File: src/rtl/rc_bit_updater.sv
module rc_bit_updater #(
  parameter int ENTRY_W = 64,
  parameter int ADDR_W  = 56,
  parameter int REF_BIT = 8,
  parameter int CHG_BIT = 7,
  parameter int PERM_W  = 3,
  parameter int WR_PERM = 1
) (
  input  logic               clk,
  input  logic               rst_n,
  input  logic               start,
  input  logic [1:0]         acc_type,
  input  logic [ENTRY_W-1:0] entry_in,
  input  logic [ADDR_W-1:0]  entry_addr,
  input  logic [PERM_W-1:0]  perm_in,
  output logic               wr_req,
  output logic [ADDR_W-1:0]  wr_addr,
  output logic [ENTRY_W-1:0] wr_data,
  input  logic               wr_ack,
  output logic               done,
  output logic [ENTRY_W-1:0] entry_out,
  output logic [PERM_W-1:0]  perm_out,
  output logic               busy
);
  localparam logic [1:0] ACC_STORE = 2'd1;
  localparam logic [ENTRY_W-1:0] REF_MASK = ENTRY_W'(1) << REF_BIT;
  localparam logic [ENTRY_W-1:0] CHG_MASK = ENTRY_W'(1) << CHG_BIT;
  localparam logic [PERM_W-1:0]  WR_MASK  = PERM_W'(1) << WR_PERM;

  typedef enum logic [1:0] {S_IDLE, S_WRITE, S_DONE} state_t;

  state_t state;
  logic [ENTRY_W-1:0] entry_q, next_entry;
  logic [ADDR_W-1:0]  addr_q;
  logic [PERM_W-1:0]  perm_q, next_perm;
  logic               is_store, accept;

  assign is_store   = (acc_type == ACC_STORE);
  assign next_entry = entry_in | REF_MASK | (is_store ? CHG_MASK : '0);
  assign next_perm  = is_store ? perm_in : (perm_in & ~WR_MASK);
  assign accept     = (state == S_IDLE) && start;

  always_ff @(posedge clk or negedge rst_n) begin
    if (!rst_n) begin
      state   <= S_IDLE;
      entry_q <= '0;
      addr_q  <= '0;
      perm_q  <= '0;
    end else begin
      unique case (state)
        S_IDLE: if (accept) begin
          entry_q <= next_entry;
          addr_q  <= entry_addr;
          perm_q  <= next_perm;
          state   <= (next_entry != entry_in) ? S_WRITE : S_DONE;
        end
        S_WRITE: if (wr_ack) state <= S_DONE;
        S_DONE:  state <= S_IDLE;
        default: state <= S_IDLE;
      endcase
    end
  end

  assign wr_req    = (state == S_WRITE);
  assign done      = (state == S_DONE);
  assign busy      = (state != S_IDLE);
  assign wr_addr   = addr_q;
  assign wr_data   = entry_q;
  assign entry_out = entry_q;
  assign perm_out  = perm_q;

  a_r7_hold_until_ack: assert property (@(posedge clk) disable iff (!rst_n)
    (wr_req && !wr_ack) |=> (wr_req && $stable(wr_data) && $stable(wr_addr)));
  a_r7_done_after_ack: assert property (@(posedge clk) disable iff (!rst_n)
    (wr_req && wr_ack) |=> (done && !wr_req));
  a_r8_done_pulse: assert property (@(posedge clk) disable iff (!rst_n)
    done |=> (!done && !busy));
  a_r2_ref_set: assert property (@(posedge clk) disable iff (!rst_n)
    (done || wr_req) |-> entry_out[REF_BIT]);
  a_r6_req_excl_done: assert property (@(posedge clk) disable iff (!rst_n)
    !(wr_req && done));
endmodule

File: config.mk
export PLATFORM = sky130hd
export DESIGN_NAME = rc_bit_updater
export DESIGN_NICKNAME = d
export VERILOG_FILES = /design/src/rtl/rc_bit_updater.sv
export SDC_FILE = /design/constraint.sdc
export NUM_CORES = 1
export LEC_CHECK = 0
export BUFFER_PORTS_ARGS = -buffer_cell sky130_fd_sc_hd__buf_2
export CORE_MARGIN = 10
export CORE_UTILIZATION = 47
export DETAILED_ROUTE_END_ITERATION = 7
export PLACE_DENSITY = 0.83
export SYNTH_ARGS = -nofsm -noshare
export SYNTH_HDL_FRONTEND = slang
export SYNTH_SLANG_ARGS = --single-unit
export TNS_END_PERCENT = 1
File: constraint.sdc
create_clock -name clk -period 3.2 [get_ports clk]
set_clock_uncertainty 0.15 [all_clocks]
set_input_delay 0.48 -clock clk [delete_from_list [all_inputs] [get_ports clk]]
set_output_delay 0.48 -clock clk [all_outputs]
set_load 0.02 [all_outputs]
==> results of run 1 <==
==> sequential cells by signal, indices dropped and copies added, names as in the netlist <==
register,cells
entry_out,64
wr_addr,56
state,2
perm_out,3
==> routing by layer <==
metal  routed length (um)  global-route usage [%]  part of all wire [%]
met1                 5270                    18.6                    35
met2                 8090                    32.1                    54
met3                 1380                    7.33                   9.2
met4                  199                    6.97                   1.3
met5                    0                       0                     0
==> power by group through the flow <==
stage          clock network [mW]  registers (mW)  logic [mW]
6_report                     1.83            2.43        2.81
5_1_grt                      1.95            2.50        2.98
4_1_cts                      1.87            2.44        2.87
3_5_place_dp                    0            2.45        2.86
3_3_place_gp                    0            2.42        2.81
2_1_floorplan                   0            3.06        1.51
==> timing repair <==
item	in CTS	in global routing
hold buffers	1	0
resized for setup	0	0
setup buffers	0	0
endpoints found under the hold margin	38	0
==> kinds of logic (layout without fill, tap and decap cells) <==
| group | Yosys count | after routing | synth area share, % |
|---|---|---|---|
| compound gates | 5 | 5 | 0.584 |
| buf+inv | 81 | 354 | 12.2 |
| flops | 125 | 125 | 58.4 |
| simple gates | 11 | 11 | 1.24 |
| mux | 120 | 120 | 27.6 |
==> cell type report <==
type / count / area, sq um
Fill cell: 810 / 3870
Timing Repair Buffer: 322 / 1650
Sequential cell: 125 / 3130
Inverter: 3 / 11.3
Multi-Input combinational cell: 136 / 1580
Tap cell: 140 / 175
Clock buffer: 22 / 474
Clock inverter: 7 / 90.1
==> cell usage in the layout, fill, tap and decap left out <==
cell	n
sky130_fd_sc_hd__buf_2	317
sky130_fd_sc_hd__dfrtp_1	125
sky130_fd_sc_hd__mux2_2	86
sky130_fd_sc_hd__mux2_4	34
sky130_fd_sc_hd__clkbuf_16	17
sky130_fd_sc_hd__nor2b_1	3
sky130_fd_sc_hd__inv_1	3
sky130_fd_sc_hd__clkbuf_8	3
sky130_fd_sc_hd__clkinv_2	3
sky130_fd_sc_hd__or2_2	2
sky130_fd_sc_hd__nor2_1	2
sky130_fd_sc_hd__o21ai_0	2
sky130_fd_sc_hd__clkinvlp_4	2
sky130_fd_sc_hd__bufinv_16	2
sky130_fd_sc_hd__clkbuf_1	2
sky130_fd_sc_hd__buf_4	2
sky130_fd_sc_hd__buf_12	2
sky130_fd_sc_hd__nor3b_4	1
sky130_fd_sc_hd__a21oi_1	1
sky130_fd_sc_hd__nand3_1	1
sky130_fd_sc_hd__nand2b_1	1
sky130_fd_sc_hd__a22o_1	1
sky130_fd_sc_hd__nand2_1	1
sky130_fd_sc_hd__o31ai_1	1
sky130_fd_sc_hd__dlygate4sd3_1	1
==> through the flow <==
stage / power (mW) / cells / util, % / hold WS (ns) / worst slack (ns)
4_1_cts: 7.18 / 755 / 64.8 / 0.135 / 1.20
6_report: 7.08 / 755 / 64.8 / 0.151 / 1.15
3_5_place_dp: 5.31 / 725 / 59.5 / 0.340 / 1.10
3_3_place_gp: 5.23 / 725 / 59.5 / 0.325 / 1.15
5_1_grt: 7.43 / 755 / 64.8 / 0.143 / 1.10
2_1_floorplan: 4.57 / 342 / - / 0.0344 / 1.58
==> worst max path at each step <==
stage / startpoint / end
after floorplan: start / entry_out[45]
after global placement: start / wr_addr[33]
after detailed placement: start / wr_addr[7]
after CTS: state[0] / entry_out[3]
after global routing: state[0] / entry_out[2]
final: state[0] / entry_out[3]
==> critical path, delay by kind of cell, from the launching register on <==
kind                   cells  cell delay, ns
buffers and inverters      1            0.56
AND/OR/NAND/NOR            1            0.26
flip-flops                 1            0.44
multiplexers               1            0.42
==> flow_summary_export.csv, run 1 <==
group,metric,value,unit
critical_path,critical_path.cell_chain,"nor3b_4 -> buf_12 -> mux2_2",
route,drt-vias-per-instance,4.76,
pwr,power_frac_clock,25.9,%
synthesis,yosysMostFrequentCell,"sky130_fd_sc_hd__dfrtp_1",
critical_path,data_required_time_at_the_worst_endpoint,3.33,ns
finish,nets,734,
synthesis,cell_type_contributing_the_most_total_cell_area_after_synthesis,"sky130_fd_sc_hd__dfrtp_1",
global_routing,grt_first_pass_wirelength,23000,um
sta,timing.final.crit_share,63.9,%
clock_network,clock_sinks,125,
sta,slew_violations,0,
clock_network,cts.clk_slew.worst_paths,0.05,ns
finish,areaGrowthSynthToFinish,32.7,%
critical_path,timing.rr.start,"state[0]",
sta,max_freq,0.489,GHz
pwr,combPwrFrac,39.8,%
finish,drive_gt1_share,76.6,%
sta,worst_pin_slew,0.719,ns
pwr,power.switching_fraction,37.6,%
critical_path,reg2reg_setup_slack,1.15,ns
finish,postLayoutCellArea,7110,sq um
pwr,cellLeakagePower,3.64,nW
sta,final_sum_of_negative_setup_slack,0,ns
global_routing,grt_max_degree,127,
pwr,sw_pwr,2.66,mW
worst_hold_path,hold_path.class,"in -> reg",
sta,setup_viol_count_final,0,
pwr,ir_worst_vdd,0.000670,V
critical_path,data_arrival_time_of_the_worst_path,2.17,ns
finish,antenna-diode-count,0,
synthesis,async_flop_share,100,%
critical_path,critPathCaptureType,"register",
critical_path,r2r.worst_path.cells,3,
global_routing,gr-total-overflow,0,
pwr,share_seq_of_total_power,34.3,%
synthesis,synth.cells.most_frequent,"125 x sky130_fd_sc_hd__dfrtp_1, 86 x sky130_fd_sc_hd__mux2_2, 72 x sky130_fd_sc_hd__buf_4, 34 x sky130_fd_sc_hd__mux2_4, 4 x sky130_fd_sc_hd__buf_12",
clock_network,htree_levels,4,
critical_path,timing_worst_setup_path_type,"reg -> reg",
worst_hold_path,hold_path_startpoint,"wr_ack",
synthesis,synth_top_cell_area_share,58.4,%
floorplan,pin_count,319,
floorplan,die_outline_width,127,um
place,port_buffers,318,
worst_hold_path,number_of_stages_on_the_worst_hold_path,3,
clock_network,clock_tree.buffer_depth,2,
sta,finalHoldViolations,0,
critical_path,r2r-end,"entry_out[3]",
synthesis,synth-edff-count,0,
sta,grt_setup_unrepaired,"no",
synthesis,yosysWarnings,0,
outcome,status,"finished clean",
clock_network,clockRootBuffer,"sky130_fd_sc_hd__clkbuf_16",
route,detail-route-antenna-nets,0,
global_routing,antenna_found_initial,0,
route,via_count,3596,
critical_path,worst_setup_path_start_kind,"register",
route,drt_first_iter_violations,177,
pwr,internal-power,4.41,mW
place,detailed_place.area,6540,sq um
clock_network,cts_tree,"built",
pwr,power_density,995,nW/um^2
synthesis,syn_inst,342,
job,max_cap_viol,0,
critical_path,worstPathMaxFanout,126,
synthesis,yosysUniqueCellTypes,18,
synthesis,synth_nets,471,
sta,timing.final.crit_period,2.05,ns
synthesis,ys.flop_type,"sky130_fd_sc_hd__dfrtp_1",
global_routing,grt_pass1_vias,4094,
route,detail_route.wl_per_cell,19.8,um
critical_path,slowest_stage_cell_cp,"sky130_fd_sc_hd__buf_12",
place,gp_congestion,0.752,
place,hpwl,11600,um
route,routed_wl,14900,um
route,drc,0,
route,drt-pass1-iter-count,4,
clock_network,cts_buffers,17,
synthesis,flops_latches_synth,125,
synthesis,ys_top_cells_by_area,"sky130_fd_sc_hd__dfrtp_1 58%, sky130_fd_sc_hd__mux2_2 18%, sky130_fd_sc_hd__buf_4 10%",
global_routing,global_route.usage.total,18.1,%
synthesis,synthesis.area,5360,sq um
critical_path,critical_path.max_stage_delay,0.56,ns
sta,timing.max_slew.rel_slack,52.0,%
synthesis,seq_area_frac_synth,58.4,%
floorplan,die-area,16100,sq um
synthesis,syn_area_per_cell,15.7,sq um
floorplan,floorplan.core_area,11000,sq um
clock_network,insertion_delay,0.39,ns
floorplan,rows,38,
floorplan,initial_utilization,48.8,%
worst_hold_path,worstHoldEndpoint,"state[1]",
floorplan,floorplan.die.height,127,um
Note: power is estimated with default switching activity, not from simulation.
==> run 2, diff against run 1 <==
Settings changed: CORE_UTILIZATION 47 to 39, PLACE_DENSITY 0.83 to 0.73.
Clock period 3.2 ns to 1.7 ns, I/O delays scaled along.
==> run 2 against run 1 <==
Design area up 23%. Power rose by 100%. Maximum frequency increased by 20%. Die area up 17%. Via count increased by 18%. Cell count rose by 24%. Clock power is 110% higher. Flip-flop and latch count is the same. Setup slack got worse by 1.2 ns. Clock-buffer cell count rose by 1. Critical path depth rose by 1. Hold slack worse by 0.13 ns. Critical path type unchanged.
==> flow_summary_export.csv, run 2 (synthesized netlist as in run 1, its figures left out) <==
group,metric,value,unit
outcome,status,"finished clean",
pwr,internal-power,9.06,mW
critical_path,data_required_time_at_the_worst_endpoint,1.84,ns
critical_path,data_arrival_time_of_the_worst_path,1.84,ns
floorplan,floorplan.core_area,13300,sq um
sta,setup_viol_count_final,0,
global_routing,grt_max_degree,54,
route,drt-vias-per-instance,4.54,
finish,final_cell_count_no_fill,935,
global_routing,antenna_found_initial,1,
sta,max_freq,0.589,GHz
sta,final_sum_of_negative_setup_slack,0,ns
pwr,power_frac_clock,27.4,%
sta,slew_violations,0,
worst_hold_path,hold_path.class,"in -> reg",
pwr,sw_pwr,5.31,mW
route,detail-route-antenna-nets,0,
sta,timing.final.crit_share,100,%
finish,largest_reg_flops,64,
finish,nets,874,
sta,grt_setup_unrepaired,"yes",
critical_path,reg2reg_setup_slack,0.0008,ns
worst_hold_path,hold_path_startpoint,"acc_type[1]",
route,drt_first_iter_violations,105,
pwr,total_power,14.4,mW
pwr,ir_worst_vdd,0.000794,V
sta,worst_pin_slew,0.352,ns
floorplan,die_outline_width,137,um
clock_network,clock_tree.buffer_depth,2,
worst_hold_path,number_of_stages_on_the_worst_hold_path,4,
pwr,power.switching_fraction,36.9,%
finish,layout.core_utilization,65.3,%
sta,timing.final.crit_period,1.70,ns
critical_path,critPathCaptureType,"register",
clock_network,cts_buffers,17,
finish,drive_gt1_share,65.2,%
clock_network,clockRootBuffer,"sky130_fd_sc_hd__clkbuf_16",
floorplan,rows,42,
place,gp_congestion,0.815,
global_routing,gr-total-overflow,0,
pwr,cellLeakagePower,4.32,nW
pwr,combPwrFrac,40.6,%
global_routing,global_route.usage.total,18.1,%
clock_network,postCtsSetupBuffers,0,
critical_path,r2r-end,"entry_out[6]",
sta,finalHoldViolations,0,
critical_path,worstPathMaxFanout,15,
pwr,share_seq_of_total_power,32.1,%
global_routing,grt_pass1_vias,4876,
place,dpl.cell_count,775,
route,detail_route.wl_per_cell,19.0,um
critical_path,worst_setup_path_start_kind,"register",
finish,areaGrowthSynthToFinish,62.7,%
floorplan,die-area,18800,sq um
clock_network,cts_tree,"built",
critical_path,timing.rr.start,"state[1]",
route,routed_wl,17800,um
clock_network,insertion_delay,0.41,ns
finish,most-common-layout-cells,"316 x sky130_fd_sc_hd__buf_2, 125 x sky130_fd_sc_hd__dlygate4sd3_1, 123 x sky130_fd_sc_hd__dfrtp_1",
clock_network,htree_levels,4,
floorplan,floorplan.die.height,137,um
pwr,power_density,1650,nW/um^2
route,via_count,4245,
floorplan,pin_count,319,
route,drt-pass1-iter-count,4,
critical_path,r2r.worst_path.cells,4,
finish,final_common_cell,"sky130_fd_sc_hd__buf_2",
floorplan,initial_utilization,40.1,%
route,drc,0,
critical_path,timing_worst_setup_path_type,"reg -> reg",
job,max_cap_viol,0,
clock_network,clock_sinks,125,
place,hpwl,11900,um
finish,n_fill_cell,950,
worst_hold_path,worstHoldEndpoint,"perm_out[1]",
sta,timing.max_slew.rel_slack,76.5,%
clock_network,cts.clk_slew.worst_paths,0.06,ns
global_routing,grt_first_pass_wirelength,26600,um
place,port_buffers,318,
run 2: cell types whose count changed in the layout (fill, tap and decap cells not counted), sizes merged:
| cell | previous run | this run |
|---|---|---|
| clkbuf | 22 | 25 |
| clkinv | 3 | 2 |
| bufinv | 2 | 4 |
| diode | 0 | 1 |
| buf | 321 | 335 |
| dlygate4sd3 | 1 | 125 |
| clkinvlp | 2 | 3 |
run 2: how the worst max path moves through the flow:
stage	from	end	slack, ns	depth (start not counted)
2_1_floorplan	state[0]	entry_out[45]	0.14	5
5_1_grt	state[1]	wr_addr[27]	-0.05	4
3_3_place_gp	state[0]	entry_out[9]	0.06	4
6_report	state[1]	entry_out[6]	0.0008	4
3_5_place_dp	state[0]	perm_out[0]	0.02	4
4_1_cts	state[0]	busy	-0.003	2
run 2: final cells by class:
cell class	count	area, sq um	area share [%]
tap	176	220	2.53
multi-input combinational	136	1600	18.4
sequential	125	3130	35.9
timing repair buffer	462	3100	35.5
inverter	3	11.3	0.129
clock inverter	9	156	1.79
antenna	1	2.50	0.0287
clock buffer	23	498	5.71
run 2: worst max-delay path: stages, from the launching register on:
cell	delay, ns
sky130_fd_sc_hd__dfrtp_2	0.44
sky130_fd_sc_hd__nor3b_4	0.25
sky130_fd_sc_hd__buf_6	0.19
sky130_fd_sc_hd__buf_12	0.17
sky130_fd_sc_hd__mux2_2	0.36
run 2: per-layer routing:
layer  global-route usage (%)  vias up  part of all wire (%)
met5                        0        -                     0
met4                     8.72        0                   3.2
met3                     7.21       43                   9.8
met2                     32.2      205                    53
met1                     18.2     2082                    34
li1                         -     1915                     -
run 2: power groups by stage:
stage	combinational [mW]	sequential, mW	clock (mW)
after CTS	5.73	4.59	4.01
after floorplan	2.84	5.76	0
after global routing	6.15	4.74	4.16
after detailed placement	5.47	4.62	0
after global placement	5.42	4.54	0
final	5.83	4.61	3.93
run 2: repair_timing:
action | in CTS | in global routing
setup endpoints to repair | 2 | 78
hold endpoints to repair | 249 | 0
resized for setup | 3 | 12
cloned | 0 | 2
hold buffers | 125 | 0
pin swaps | 0 | 1
run 2: stage by stage:
step	hold slack [ns]	cell area, sq um	setup slack [ns]
floorplan	-0.191	5360	0.143
global placement	0.0369	6710	0.0597
detailed placement	0.0324	6710	0.0199
CTS	0.00257	8630	-0.00265
global route	0.0233	8720	-0.0480
finish	0.0249	8720	0.000823
==> run 3, diff against run 2 <==
Settings changed: HOLD_SLACK_MARGIN set to 0.03.
==> run 3 against run 2 <==
Maximum frequency about the same. Flip-flop and latch count stayed put. Largest cell class unchanged. Sequential share of layout area shrank 0.082 points. Critical path type unchanged. Clock power barely moved. Core utilization grew 0.15 points. First-iteration DRC count fell by 7.6%. Global-route usage hardly changed.
==> flow_summary_export.csv, run 3 (synthesized netlist as in run 1, its figures left out) <==
group,metric,value,unit
outcome,status,"finished clean",
global_routing,grt_first_pass_wirelength,26700,um
sta,grt_setup_unrepaired,"yes",
critical_path,reg2reg_setup_slack,0.0007,ns
sta,timing.final.crit_share,100,%
clock_network,clock_tree.buffer_depth,2,
sta,setup_viol_count_final,0,
global_routing,grt_pass1_vias,4877,
sta,max_freq,0.588,GHz
floorplan,floorplan.die.height,137,um
critical_path,data_required_time_at_the_worst_endpoint,1.84,ns
critical_path,critical_path.max_stage_delay,0.44,ns
route,drt-vias-per-instance,4.53,
finish,largest_reg_flops,64,
critical_path,worst-path-buf-inv,2,
sta,slew_violations,0,
clock_network,cts.clk_slew.worst_paths,0.06,ns
route,via_count,4246,
critical_path,critPathCaptureType,"register",
route,drt_first_iter_violations,97,
critical_path,worst_setup_path_start_kind,"register",
critical_path,slowest_stage_cell_cp,"sky130_fd_sc_hd__dfrtp_2",
clock_network,cts_tree,"built",
critical_path,timing.rr.start,"state[1]",
route,drc,0,
place,hpwl,11900,um
place,port_buffers,318,
clock_network,htree_levels,4,
floorplan,die-area,18800,sq um
worst_hold_path,hold_path.class,"in -> reg",
route,drt-pass1-iter-count,4,
worst_hold_path,hold_path_startpoint,"acc_type[0]",
worst_hold_path,number_of_stages_on_the_worst_hold_path,4,
floorplan,initial_utilization,40.1,%
clock_network,postCtsSetupBuffers,0,
pwr,cellLeakagePower,4.33,nW
finish,layout.core_utilization,65.5,%
route,detail_route.wl_per_cell,19.0,um
pwr,total_power,14.4,mW
global_routing,antenna_found_initial,1,
clock_network,clockRootBuffer,"sky130_fd_sc_hd__clkbuf_16",
clock_network,clock_sinks,125,
global_routing,grt_max_degree,54,
critical_path,data_arrival_time_of_the_worst_path,1.84,ns
floorplan,rows,42,
critical_path,r2r.worst_path.cells,4,
finish,final_common_cell,"sky130_fd_sc_hd__buf_2",
finish,areaGrowthSynthToFinish,63.1,%
route,detail-route-antenna-nets,0,
floorplan,die_outline_width,137,um
job,max_cap_viol,0,
route,routed_wl,17800,um
sta,timing.max_slew.rel_slack,76.5,%
pwr,power_density,1640,nW/um^2
finish,drive_gt1_share,65.0,%
floorplan,floorplan.core_area,13300,sq um
sta,finalHoldViolations,0,
sta,postLayoutSetupSlackWorst,0.000729,ns
clock_network,cts_buffers,17,
critical_path,family_of_cells_with_the_greatest_summed_delay_on_the_critical_path,"flip-flops",
worst_hold_path,worstHoldEndpoint,"perm_out[1]",
floorplan,pin_count,319,
critical_path,r2r-end,"entry_out[6]",
place,gp_congestion,0.815,
place,worst_setup_slack_post_dpl,0.0199,ns
critical_path,worstPathMaxFanout,15,
critical_path,worstSetupPathDepth,4,
sta,worst_pin_slew,0.352,ns
critical_path,critical_path.cell_chain,"nor3b_4 -> buf_6 -> buf_12 -> mux2_2",
finish,most-common-layout-cells,"316 x sky130_fd_sc_hd__buf_2, 127 x sky130_fd_sc_hd__dlygate4sd3_1, 123 x sky130_fd_sc_hd__dfrtp_1",
finish,nets,876,
critical_path,timing_worst_setup_path_type,"reg -> reg",
pwr,ir_worst_vdd,0.000794,V
sta,timing.final.crit_period,1.70,ns
global_routing,global_route.usage.total,18.1,%
global_routing,gr-total-overflow,0,
clock_network,insertion_delay,0.41,ns
==> run 3: cell types whose count changed in the layout (fill, tap and decap cells not counted), sizes merged <==
cell,change
dlygate4sd3,+2
==> run 3: final cells by class <==
cell class / instances / area [sq um]
clock inverter: 9 / 156
inverter: 3 / 11.3
timing repair buffer: 464 / 3120
sequential: 125 / 3130
fill: 948 / 4610
antenna: 1 / 2.50
tap: 176 / 220
clock buffer: 23 / 498
multi-input combinational: 136 / 1600
==> run 3: stage by stage <==
stage                     area, sq um  hold slack (ns)  setup TNS [ns]  cells
after CTS                        8650            0.110        -0.00265    934
after global routing             8740            0.125           -2.09    937
after floorplan                  5360           -0.191               0    342
after global placement           6710           0.0369               0    775
final                            8740            0.130               0    937
after detailed placement         6710           0.0324               0    775
==> run 3: how the worst max path moves through the flow <==
stage                         from            end  slack, ns
after floorplan           state[0]  entry_out[45]       0.14
after global placement    state[0]   entry_out[9]       0.06
after detailed placement  state[0]    perm_out[0]       0.02
after CTS                 state[0]           busy     -0.003
after global routing      state[1]    wr_addr[27]      -0.05
final                     state[1]   entry_out[6]     0.0007
==> run 3: where the power goes <==
group	internal, mW	switching [mW]	total [mW]	leakage, nW
logic	2.47	3.36	5.83	2.56
clock network	2.65	1.28	3.93	0.312
registers	3.95	0.658	4.61	1.46
total	9.07	5.31	14.4	4.33
==> run 3: metal layers <==
layer | up-vias | global-route usage [%] | routed length [um]
li1 | 1918 | - | -
met1 | 2084 | 18.2 | 6070
met2 | 203 | 32.2 | 9430
met3 | 41 | 7.25 | 1760
met4 | 0 | 8.37 | 533
met5 | - | 0 | 0
==> run 3: what timing repair did <==
action                     CTS  global route
pin swaps                    0             1
gates resized for setup      3            12
setup endpoints to repair    2            78
hold buffers               127             0
cloned                       0             2
hold endpoints to repair   249             0
==> run 3: tightest hold or removal path, delay by kind of cell <==
family,cells,cell delay [ns]
buffers and inverters,1,0.10
AOI/OAI and AO/OA,1,0.07
and+or+nand+nor,2,0.22
